<file path="config.mk">
export PLATFORM = sky130hd
export DESIGN_NAME = mgmt_reg_bridge
export DESIGN_NICKNAME = d
export VERILOG_FILES = /design/src/rtl/mgmt_pkg.sv /design/src/rtl/mgmt_phy_regfile.sv /design/src/rtl/mgmt_value_overlay.sv /design/src/rtl/mgmt_reg_bridge.sv
export SDC_FILE = /design/constraint.sdc
export NUM_CORES = 2
export LEC_CHECK = 0
export BUFFER_PORTS_ARGS = -buffer_cell sky130_fd_sc_hd__buf_2
export CAP_MARGIN = 5
export CELL_PAD_IN_SITES_DETAIL_PLACEMENT = 1
export CELL_PAD_IN_SITES_GLOBAL_PLACEMENT = 2
export CORE_ASPECT_RATIO = 0.75
export CORE_MARGIN = 2
export CORE_UTILIZATION = 24
export CTS_BUF_LIST = sky130_fd_sc_hd__clkbuf_4
export CTS_CLUSTER_DIAMETER = 150
export DETAILED_ROUTE_END_ITERATION = 16
export PLACE_DENSITY = 0.47
export SLEW_MARGIN = 20
export SYNTH_ARGS = -nofsm -noshare
export SYNTH_HDL_FRONTEND = slang
export SYNTH_HIERARCHICAL = 1
export SYNTH_SLANG_ARGS = --single-unit
export TNS_END_PERCENT = 100
</file>
<file path="constraint.sdc">
create_clock -name clk -period 3.53 [get_ports clk]
set_clock_uncertainty 0.2 [all_clocks]
set_input_delay 0.353 -clock clk [delete_from_list [all_inputs] [get_ports clk]]
set_output_delay 0.353 -clock clk [all_outputs]
set_load 0.05 [all_outputs]
</file>
<file path="src/rtl/mgmt_pkg.sv">
package mgmt_pkg;
  localparam int DATA_W = 16;
  localparam int REGN_W = 5;
  localparam int PHYA_W = 5;

  localparam int RDY_BIT  = 28;
  localparam int OP_LSB   = 26;
  localparam int PHY_LSB  = 21;
  localparam int REGN_LSB = 16;

  typedef enum logic [1:0] {
    OP_NONE  = 2'd0,
    OP_WRITE = 2'd1,
    OP_READ  = 2'd2,
    OP_RSVD  = 2'd3
  } mgmt_op_e;

  typedef struct packed {
    mgmt_op_e              op;
    logic [PHYA_W-1:0]     phy;
    logic [REGN_W-1:0]     regn;
    logic [DATA_W-1:0]     data;
  } mgmt_fields_t;

  function automatic mgmt_fields_t split_word(input logic [31:0] w);
    mgmt_fields_t f;
    f.op   = mgmt_op_e'(w[OP_LSB +: 2]);
    f.phy  = w[PHY_LSB +: PHYA_W];
    f.regn = w[REGN_LSB +: REGN_W];
    f.data = w[DATA_W-1:0];
    return f;
  endfunction
endpackage

</file>
<file path="src/rtl/mgmt_phy_regfile.sv">
module mgmt_phy_regfile #(
  parameter int NUM_PHY = 4,
  parameter int REGS    = 32,
  localparam int PHY_IDX_W = (NUM_PHY > 1) ? $clog2(NUM_PHY) : 1,
  localparam int REG_IDX_W = $clog2(REGS),
  localparam int IDX_W     = PHY_IDX_W + REG_IDX_W,
  localparam int DEPTH     = NUM_PHY * REGS
) (
  input  logic             clk,
  input  logic             rst_n,
  input  logic             wr_en,
  input  logic [IDX_W-1:0] wr_idx,
  input  logic [15:0]      wr_data,
  input  logic [IDX_W-1:0] rd_idx,
  output logic [15:0]      rd_data
);
  logic [15:0] mem [DEPTH];

  always_ff @(posedge clk or negedge rst_n) begin
    if (!rst_n) begin
      for (int i = 0; i < DEPTH; i++) mem[i] <= '0;
    end else if (wr_en) begin
      mem[wr_idx] <= wr_data;
    end
  end

  assign rd_data = mem[rd_idx];

  // an accepted write is held in the addressed entry
  a_r2_write_lands: assert property (@(posedge clk) disable iff (!rst_n)
    wr_en |=> mem[$past(wr_idx)] == $past(wr_data));
endmodule

</file>
<file path="src/rtl/mgmt_value_overlay.sv">
module mgmt_value_overlay (
  input  logic [4:0]  regn,
  input  logic        present,
  input  logic [15:0] stored,
  output logic [15:0] value
);
  logic [15:0] raw;

  assign raw = present ? stored : 16'h0000;

  always_comb begin
    case (regn)
      5'd0:    value = (raw & 16'h7DFF) | 16'h2000;
      5'd1:    value = 16'h782C;
      5'd2:    value = 16'h0013;
      5'd3:    value = 16'h61D4;
      5'd5:    value = 16'h41E1;
      5'd6:    value = 16'h0001;
      5'd17:   value = 16'h4700;
      default: value = raw;
    endcase
  end
endmodule

</file>
<file path="src/rtl/mgmt_reg_bridge.sv">
module mgmt_reg_bridge
  import mgmt_pkg::*;
#(
  parameter int              ADDR_W    = 8,
  parameter logic [ADDR_W-1:0] CTRL_ADDR = 8'h10,
  parameter int              NUM_PHY   = 4,
  localparam int REGS      = 1 << REGN_W,
  localparam int PHY_IDX_W = (NUM_PHY > 1) ? $clog2(NUM_PHY) : 1,
  localparam int IDX_W     = PHY_IDX_W + REGN_W
) (
  input  logic              clk,
  input  logic              rst_n,
  input  logic [ADDR_W-1:0] reg_addr,
  input  logic              reg_wr,
  input  logic              reg_rd,
  input  logic [31:0]       reg_wdata,
  output logic [31:0]       reg_rdata
);
  logic         addr_hit, wr_hit, rd_hit;
  logic [31:0]  ctrl_q;
  mgmt_fields_t wf, cf;
  logic         w_in_range, c_in_range;
  logic [IDX_W-1:0] w_idx, c_idx;
  logic [15:0]  stored_val, shown_val;

  assign addr_hit = (reg_addr == CTRL_ADDR);
  assign wr_hit   = reg_wr && addr_hit;
  assign rd_hit   = reg_rd && !reg_wr && addr_hit;

  assign wf = split_word(reg_wdata);
  assign cf = split_word(ctrl_q);

  assign w_in_range = ({1'b0, wf.phy} < 6'(NUM_PHY));
  assign c_in_range = ({1'b0, cf.phy} < 6'(NUM_PHY));
  assign w_idx = {wf.phy[PHY_IDX_W-1:0], wf.regn};
  assign c_idx = {cf.phy[PHY_IDX_W-1:0], cf.regn};

  always_ff @(posedge clk or negedge rst_n) begin
    if (!rst_n) ctrl_q <= '0;
    else if (wr_hit) ctrl_q <= reg_wdata;
  end

  mgmt_phy_regfile #(.NUM_PHY(NUM_PHY), .REGS(REGS)) u_regs (
    .clk     (clk),
    .rst_n   (rst_n),
    .wr_en   (wr_hit && (wf.op == OP_WRITE) && w_in_range),
    .wr_idx  (w_idx),
    .wr_data (wf.data),
    .rd_idx  (c_idx),
    .rd_data (stored_val)
  );

  mgmt_value_overlay u_overlay (
    .regn    (cf.regn),
    .present (c_in_range),
    .stored  (stored_val),
    .value   (shown_val)
  );

  always_ff @(posedge clk or negedge rst_n) begin
    if (!rst_n) begin
      reg_rdata <= '0;
    end else if (reg_rd && !reg_wr) begin
      if (addr_hit)
        reg_rdata <= {ctrl_q[31:RDY_BIT+1], 1'b1, ctrl_q[RDY_BIT-1:16],
                      (cf.op == OP_READ) ? shown_val : ctrl_q[15:0]};
      else
        reg_rdata <= '0;
    end else begin
      reg_rdata <= '0;
    end
  end

  // every served read carries the ready flag
  a_r4_ready_flag: assert property (@(posedge clk) disable iff (!rst_n)
    rd_hit |=> reg_rdata[RDY_BIT]);

  // no served read, no data
  a_r9_idle_zero: assert property (@(posedge clk) disable iff (!rst_n)
    !rd_hit |=> reg_rdata == 32'h0);

  // upper fields pass through from the stored word
  a_r1_upper_pass: assert property (@(posedge clk) disable iff (!rst_n)
    rd_hit |=> (reg_rdata[31:29] == $past(ctrl_q[31:29])) &&
               (reg_rdata[27:16] == $past(ctrl_q[27:16])));

  // control register mask on read
  a_r5_ctrl_mask: assert property (@(posedge clk) disable iff (!rst_n)
    rd_hit && (ctrl_q[27:26] == 2'd2) && (ctrl_q[20:16] == 5'd0) |=>
      !reg_rdata[15] && !reg_rdata[9] && reg_rdata[13]);

  // first identity register is constant
  a_r6_ident_const: assert property (@(posedge clk) disable iff (!rst_n)
    rd_hit && (ctrl_q[27:26] == 2'd2) && (ctrl_q[20:16] == 5'd1) |=>
      reg_rdata[15:0] == 16'h782C);
endmodule

</file>
Word level (Yosys, flattened, before mapping)
Index checks and enable logic that the tools add are counted.
- input bits: 44
- logic and storage cells: 164
- output and inout bits: 32
- flip-flop bits (word level): 2112
- $lt $le $gt $ge: 5
- bitwise operators: 2
- muxes and demuxes: 11
- eq/ne operators: 9
- reduce and logical (&&, ||, !) cells: 7
- operator list (operator ; count):
    $bwmux W2048 ; 1
    $bmux W16 S7 ; 1
    $demux W16 S7 ; 1
    $pmux W16 S7 ; 1
    $mux W16 ; 5
    $mux W32 ; 2
    $ge A8 B8 Y1 const B ; 2
    $not A7 Y8 ; 2
    $eq A5 B2 Y1 const B ; 2
    $eq A5 B3 Y1 const B ; 2
    $lt A5 B3 Y1 const B ; 2
    $eq A8 B5 Y1 const B ; 1
    $lt A8 B1 Y1 const B ; 1
    $eq A5 B1 Y1 const B ; 1
    $eq A5 B5 Y1 const B ; 1
    $logic_and A1 B1 Y1 ; 5
    $logic_not A5 Y1 ; 1
    $eq A2 B1 Y1 const B ; 1
    $eq A2 B2 Y1 const B ; 1
    $logic_not A1 Y1 ; 1

Depth between registers and ports, before layout
- depth after elaboration: 9
- gate-level depth with buffers: 13
- depth with buffers taken out: 10

Modules after synthesis
The synthesis kept the hierarchy.
- modules (own cells, without submodules) (module ; area each (um^2) ; sequential area each (um^2) ; times used ; cells an instance):
    mgmt_phy_regfile ; 92469.9 ; 51249.2 ; 1 ; 5486
    mgmt_reg_bridge ; 2392.3 ; 1576.5 ; 1 ; 177
    mgmt_value_overlay ; 394.1 ; 0.0 ; 1 ; 66

Worst setup path after synthesis
Ideal clock, no wire load.
- kind: register -> register
- start point: register ctrl_q[16]
- end point: register reg_rdata[4]
- setup slack: -117 ps
- clock period less this slack: 3647 ps
- arrival time: 3322 ps
- buffers on the path: 2
- cell stages (with the launch flop): 13
- data required time: 3204 ps
- library setup time: 126 ps
- cells stage by stage: dfrtp_1 -> buf_2 -> buf_1 -> mux4_2 -> mux4_2 -> mux4_2 -> mux2_2 -> nand2_1 -> nor2_1 -> a21oi_1 -> o22ai_1 -> nand2_1 -> a21oi_1
- longest elaborated chain between the ends: 9
- elaborated cells on any way between the ends: 16
- classes of those cells: eq/ne: 6; mux: 8; bitwise: 1; reduce/logical: 1
- ends and longest elaborated chain (what ; RTL line ; source):
    from (decl) ; mgmt_reg_bridge.sv:20 ; logic [31:0] ctrl_q;
    from (signal assigned) ; mgmt_reg_bridge.sv:40 ; else if (wr_hit) ctrl_q <= reg_wdata;
    $not A7 Y8 (not written as such) ; mgmt_phy_regfile.sv:27 ; assign rd_data = mem[rd_idx];
    $bmux W16 S7 ; mgmt_phy_regfile.sv:27 ;
    $mux W16 (not written as such) (2 in series) ; mgmt_phy_regfile.sv:27 ;
    net stored_val[4] ; mgmt_reg_bridge.sv:24 ; logic [15:0] stored_val, shown_val;
    $mux W16 ; mgmt_value_overlay.sv:9 ; assign raw = present ? stored : 16'h0000;
    $pmux W16 S7 ; mgmt_value_overlay.sv:12 ; case (regn)
    net shown_val[4] ; mgmt_reg_bridge.sv:24 ;
    $mux W16 ; mgmt_reg_bridge.sv:66 ; (cf.op == OP_READ) ? shown_val : ctrl_q[15:0]};
    $mux W32 ; mgmt_reg_bridge.sv:64 ; if (addr_hit)
    $mux W32 ; mgmt_reg_bridge.sv:63 ; end else if (reg_rd && !reg_wr) begin
    to (signal assigned) ; mgmt_reg_bridge.sv:65 ; reg_rdata <= {ctrl_q[31:RDY_BIT+1], 1'b1, ctrl_q[RDY_BIT-1:16],
    to (decl) ; mgmt_reg_bridge.sv:17 ; output logic [31:0] reg_rdata
The timed path passes the listed nets, and every way through them passes these cells. The select of a mux whose other input is x is not followed.
A chain may end at the register's enable or synchronous reset.

Final worst setup path
- start point: register ctrl_q[16]
- end point: register reg_rdata[1]
The elaborated chain is that of the path after synthesis.

==> results.json <==
{
  "firstDrtPassIters": 5,
  "r2r_cells": 11,
  "ios": 76,
  "avgViaCountPerCell": 4.65,
  "synth_area_sq_mm": 0.0953,
  "setup.worst_path.end": "reg_rdata[1]",
  "cts.clk_slew.worst_paths_ps": 70,
  "synth_common_cells": "dfrtp_1, mux2_2, mux4_2",
  "maxSlewViolCount": 0,
  "yosys.area_share.simple": 0.0122,
  "routedWlPerCell_microns": 28.0,
  "area_growth_syn_to_layout_pct": 22.4,
  "drt_iter0_markers": 2869,
  "cts_made_buffers": 597,
  "r2r-start": "ctrl_q[16]",
  "gr-total-overflow": 0,
  "clk_path_buf_depth": 4,
  "synth_top_area_share": 0.555,
  "synth_top_family_by_area": "multiplexers",
  "grt_pass1_vias": 62390,
  "routed_wl_mm": 341,
  "drtAntennaViolNets": 0,
  "cap_viol_max_count": 0,
  "finalCritPeriodShare": 1.09,
  "ys.flop_type": "dfrtp_1",
  "synth-adder-area-share": 0,
  "crit_arrival_ps": 4860,
  "min_path_type": "in2reg",
  "vias": 56515,
  "grt_usage": 0.168,
  "htree_levels": 6,
  "timing.fmax_mhz": 259,
  "violations": "negative setup slack",
  "outcome": "complete, but fails checks",
  "setup.worst_path.end_class": "register",
  "rrSetupSlack_ps": -330,
  "layout-drive-gt1-share": 0.634,
  "avgSynthCellArea_sq_um": 16.6,
  "syn_nets": 5773,
  "slew_headroom": 0.309,
  "fin_nets": 6541,
  "startpoint_type": "register",
  "hpwl_mm": 205,
  "dieArea_sq_mm": 0.402,
  "die_width_microns": 731,
  "route.detailed.drc": 0,
  "worstSkewPairLatency_ps": 1410,
  "drt-met1-wl_mm": 168,
  "synth_xor_area_frac": 0.000184,
  "finalHoldViolCount": 0,
  "dr_wl_met2_mm": 150,
  "start_util": 0.241,
  "synth_edf_count": 0,
  "peakVddDrop_uv": 252,
  "synth-compound-area-share": 0.00296,
  "yosysSeqAreaShare": 0.555,
  "yosysTopAreaCell": "dfrtp_1",
  "yosys-top-cells-area": "dfrtp_1, mux2_2, mux4_2, clkbuf_1, nand2_1",
  "yosysMostFrequentCell": "dfrtp_1",
  "antenna_found_initial": 56,
  "grt_max_degree": 130,
  "total_power_mw": 49.8,
  "fin_cells": 12155,
  "p_leak_nw": 54.9,
  "crit_required_ps": 4530,
  "finalSetupTns_ps": -4390,
  "top_layer": "met5",
  "clock_sinks": 2111,
  "tightest_slew_ps": 1040,
  "dp.cells": 10969,
  "gp_congestion": 0.757,
  "layout_min_cycle_time_ps": 3860,
  "synth-seq-cells": 2111,
  "postPlaceCellArea_sq_mm": 0.107,
  "cts_tree": "done",
  "power_density_mw_per_mm2": 427,
  "worst_slack_ps": -332,
  "rsz0062_at_grt": "true",
  "async_flop_share": 1.00,
  "grt_pass1_wl_mm": 490,
  "wl_met3_mm": 14.4,
  "r2r_end": "reg_rdata[1]",
  "root_buffer": "clkbuf_4",
  "port_buffers": 74,
  "syn_inst": 5729,
  "setup_viol": 16,
  "cp_max_fo": 15,
  "num_rows": 200,
  "synth_mux_area_frac": 0.407,
  "die_y_microns": 550,
  "worstSetupPathType": "reg2reg",
  "holdPathStages": 10,
  "core_sq_mm": 0.395,
  "startpoint": "ctrl_q[16]",
  "yosysWarnings": 6,
  "ys_types": 44,
  "final_cell_area_sq_mm": 0.117
}
## flip-flops by register name (all words and copies together) (netlist names)
name	flops
u_regs/mem	2048
ctrl_q	31
reg_rdata	32
## per-layer routing
layer	GRT usage	vias to the layer above
li1	-	23407
met4	0.0408	12
met1	0.250	31520
met2	0.254	1130
met3	0.0297	446
met5	0	-
## stage by stage
| stage | util | hold WS [ps] | setup slack [ps] |
|---|---|---|---|
| final | 0.295 | 227 | -332 |
| after global placement | 0.270 | 258 | -481 |
| after CTS | 0.294 | 9.00 | -328 |
| after global routing | 0.295 | 70.0 | -362 |
| after floorplan | - | -143 | -42.8 |
| after detailed placement | 0.270 | 274 | -459 |
## worst max-delay path, cell delays in order (launching register included)
cell and delay (ps):
dfrtp_4 460, buf_12 150, buf_12 150, buf_16 180, buf_12 120, mux4_2 510
mux4_2 660, mux4_2 620, mux2_2 310, a22o_1 200, nand2_1 60, a21oi_1 60
## kinds of logic (layout without fill, tap and decap cells)
family                    count (synthesis)  in the layout
AOI/OAI and AO/OA                        44             44
buffers and inverters                   548           1694
DFF                                    2111           2111
muxes                                  2768           2768
xor gates and xnor gates                  2              2
other                                     0             28
and+or+nand+nor                         256            256
## cells in the final DEF (no fill, tap or decap), types with 5 or more instances in the layout
master         synthesis  final
dfrtp_1             2111   2105
mux2_2              2093   2085
clkbuf_4               0    874
mux4_2               672    672
buf_12                 0    257
buf_4                  8    242
nand2_1              130    123
dlygate4sd3_1          0    105
clkinv_1               0     72
buf_2                 63     57
nor2_2                 0     37
buf_16                 0     29
diode_2                0     28
a21oi_1               24     23
nor2_1                56     19
buf_6                  8     16
and2_1                15     15
inv_2                  0     13
mux2_4                 2     10
bufinv_16              0      9
nand2b_1               8      8
nor4_2                 0      8
nor3_1                15      8
nand2_2                0      7
nor3_2                 0      6
inv_1                  5      5
nor2b_1                5      5
clkinv_2               0      5
nand3_1                5      5
## power breakdown
part	switching, mW	leakage [nW]	internal (mW)
Combinational	1.81	21.1	0.896
Sequential	0.0333	29.5	24.2
Clock	11.0	4.35	11.9
Total	12.9	54.9	37.0
## timing repair
action | 4_1_cts | 5_1_grt
setup endpoints to repair | 16 | 48
hold endpoints to repair | 4222 | 21
gates cloned | 7 | 4
buffers inserted | 31 | 24
gates resized for setup | 27 | 32
pin swaps | 0 | 0
hold buffers | 114 | 2
## layout make-up
cell class	count	area, sq um
Fill cell	41295	279000
Inverter	5	18.8
Clock buffer	874	6560
Multi-Input combinational cell	3070	40500
Antenna cell	28	70.1
Timing Repair Buffer	712	9410
Sequential cell	2111	52800
Clock inverter	103	647
Tap cell	5252	6570
## worst min path at each step
stage / from / end / slack (ps)
after CTS: rst_n / u_regs/mem[1523] / 9
after global routing: reg_addr[6] / u_regs/mem[285] / 70
after detailed placement: ctrl_q[29] / reg_rdata[29] / 270
after floorplan: rst_n / ctrl_q[0] / -140
after global placement: ctrl_q[29] / reg_rdata[29] / 260
final: reg_addr[5] / u_regs/mem[285] / 230
Power figures use the tool's default switching activity.
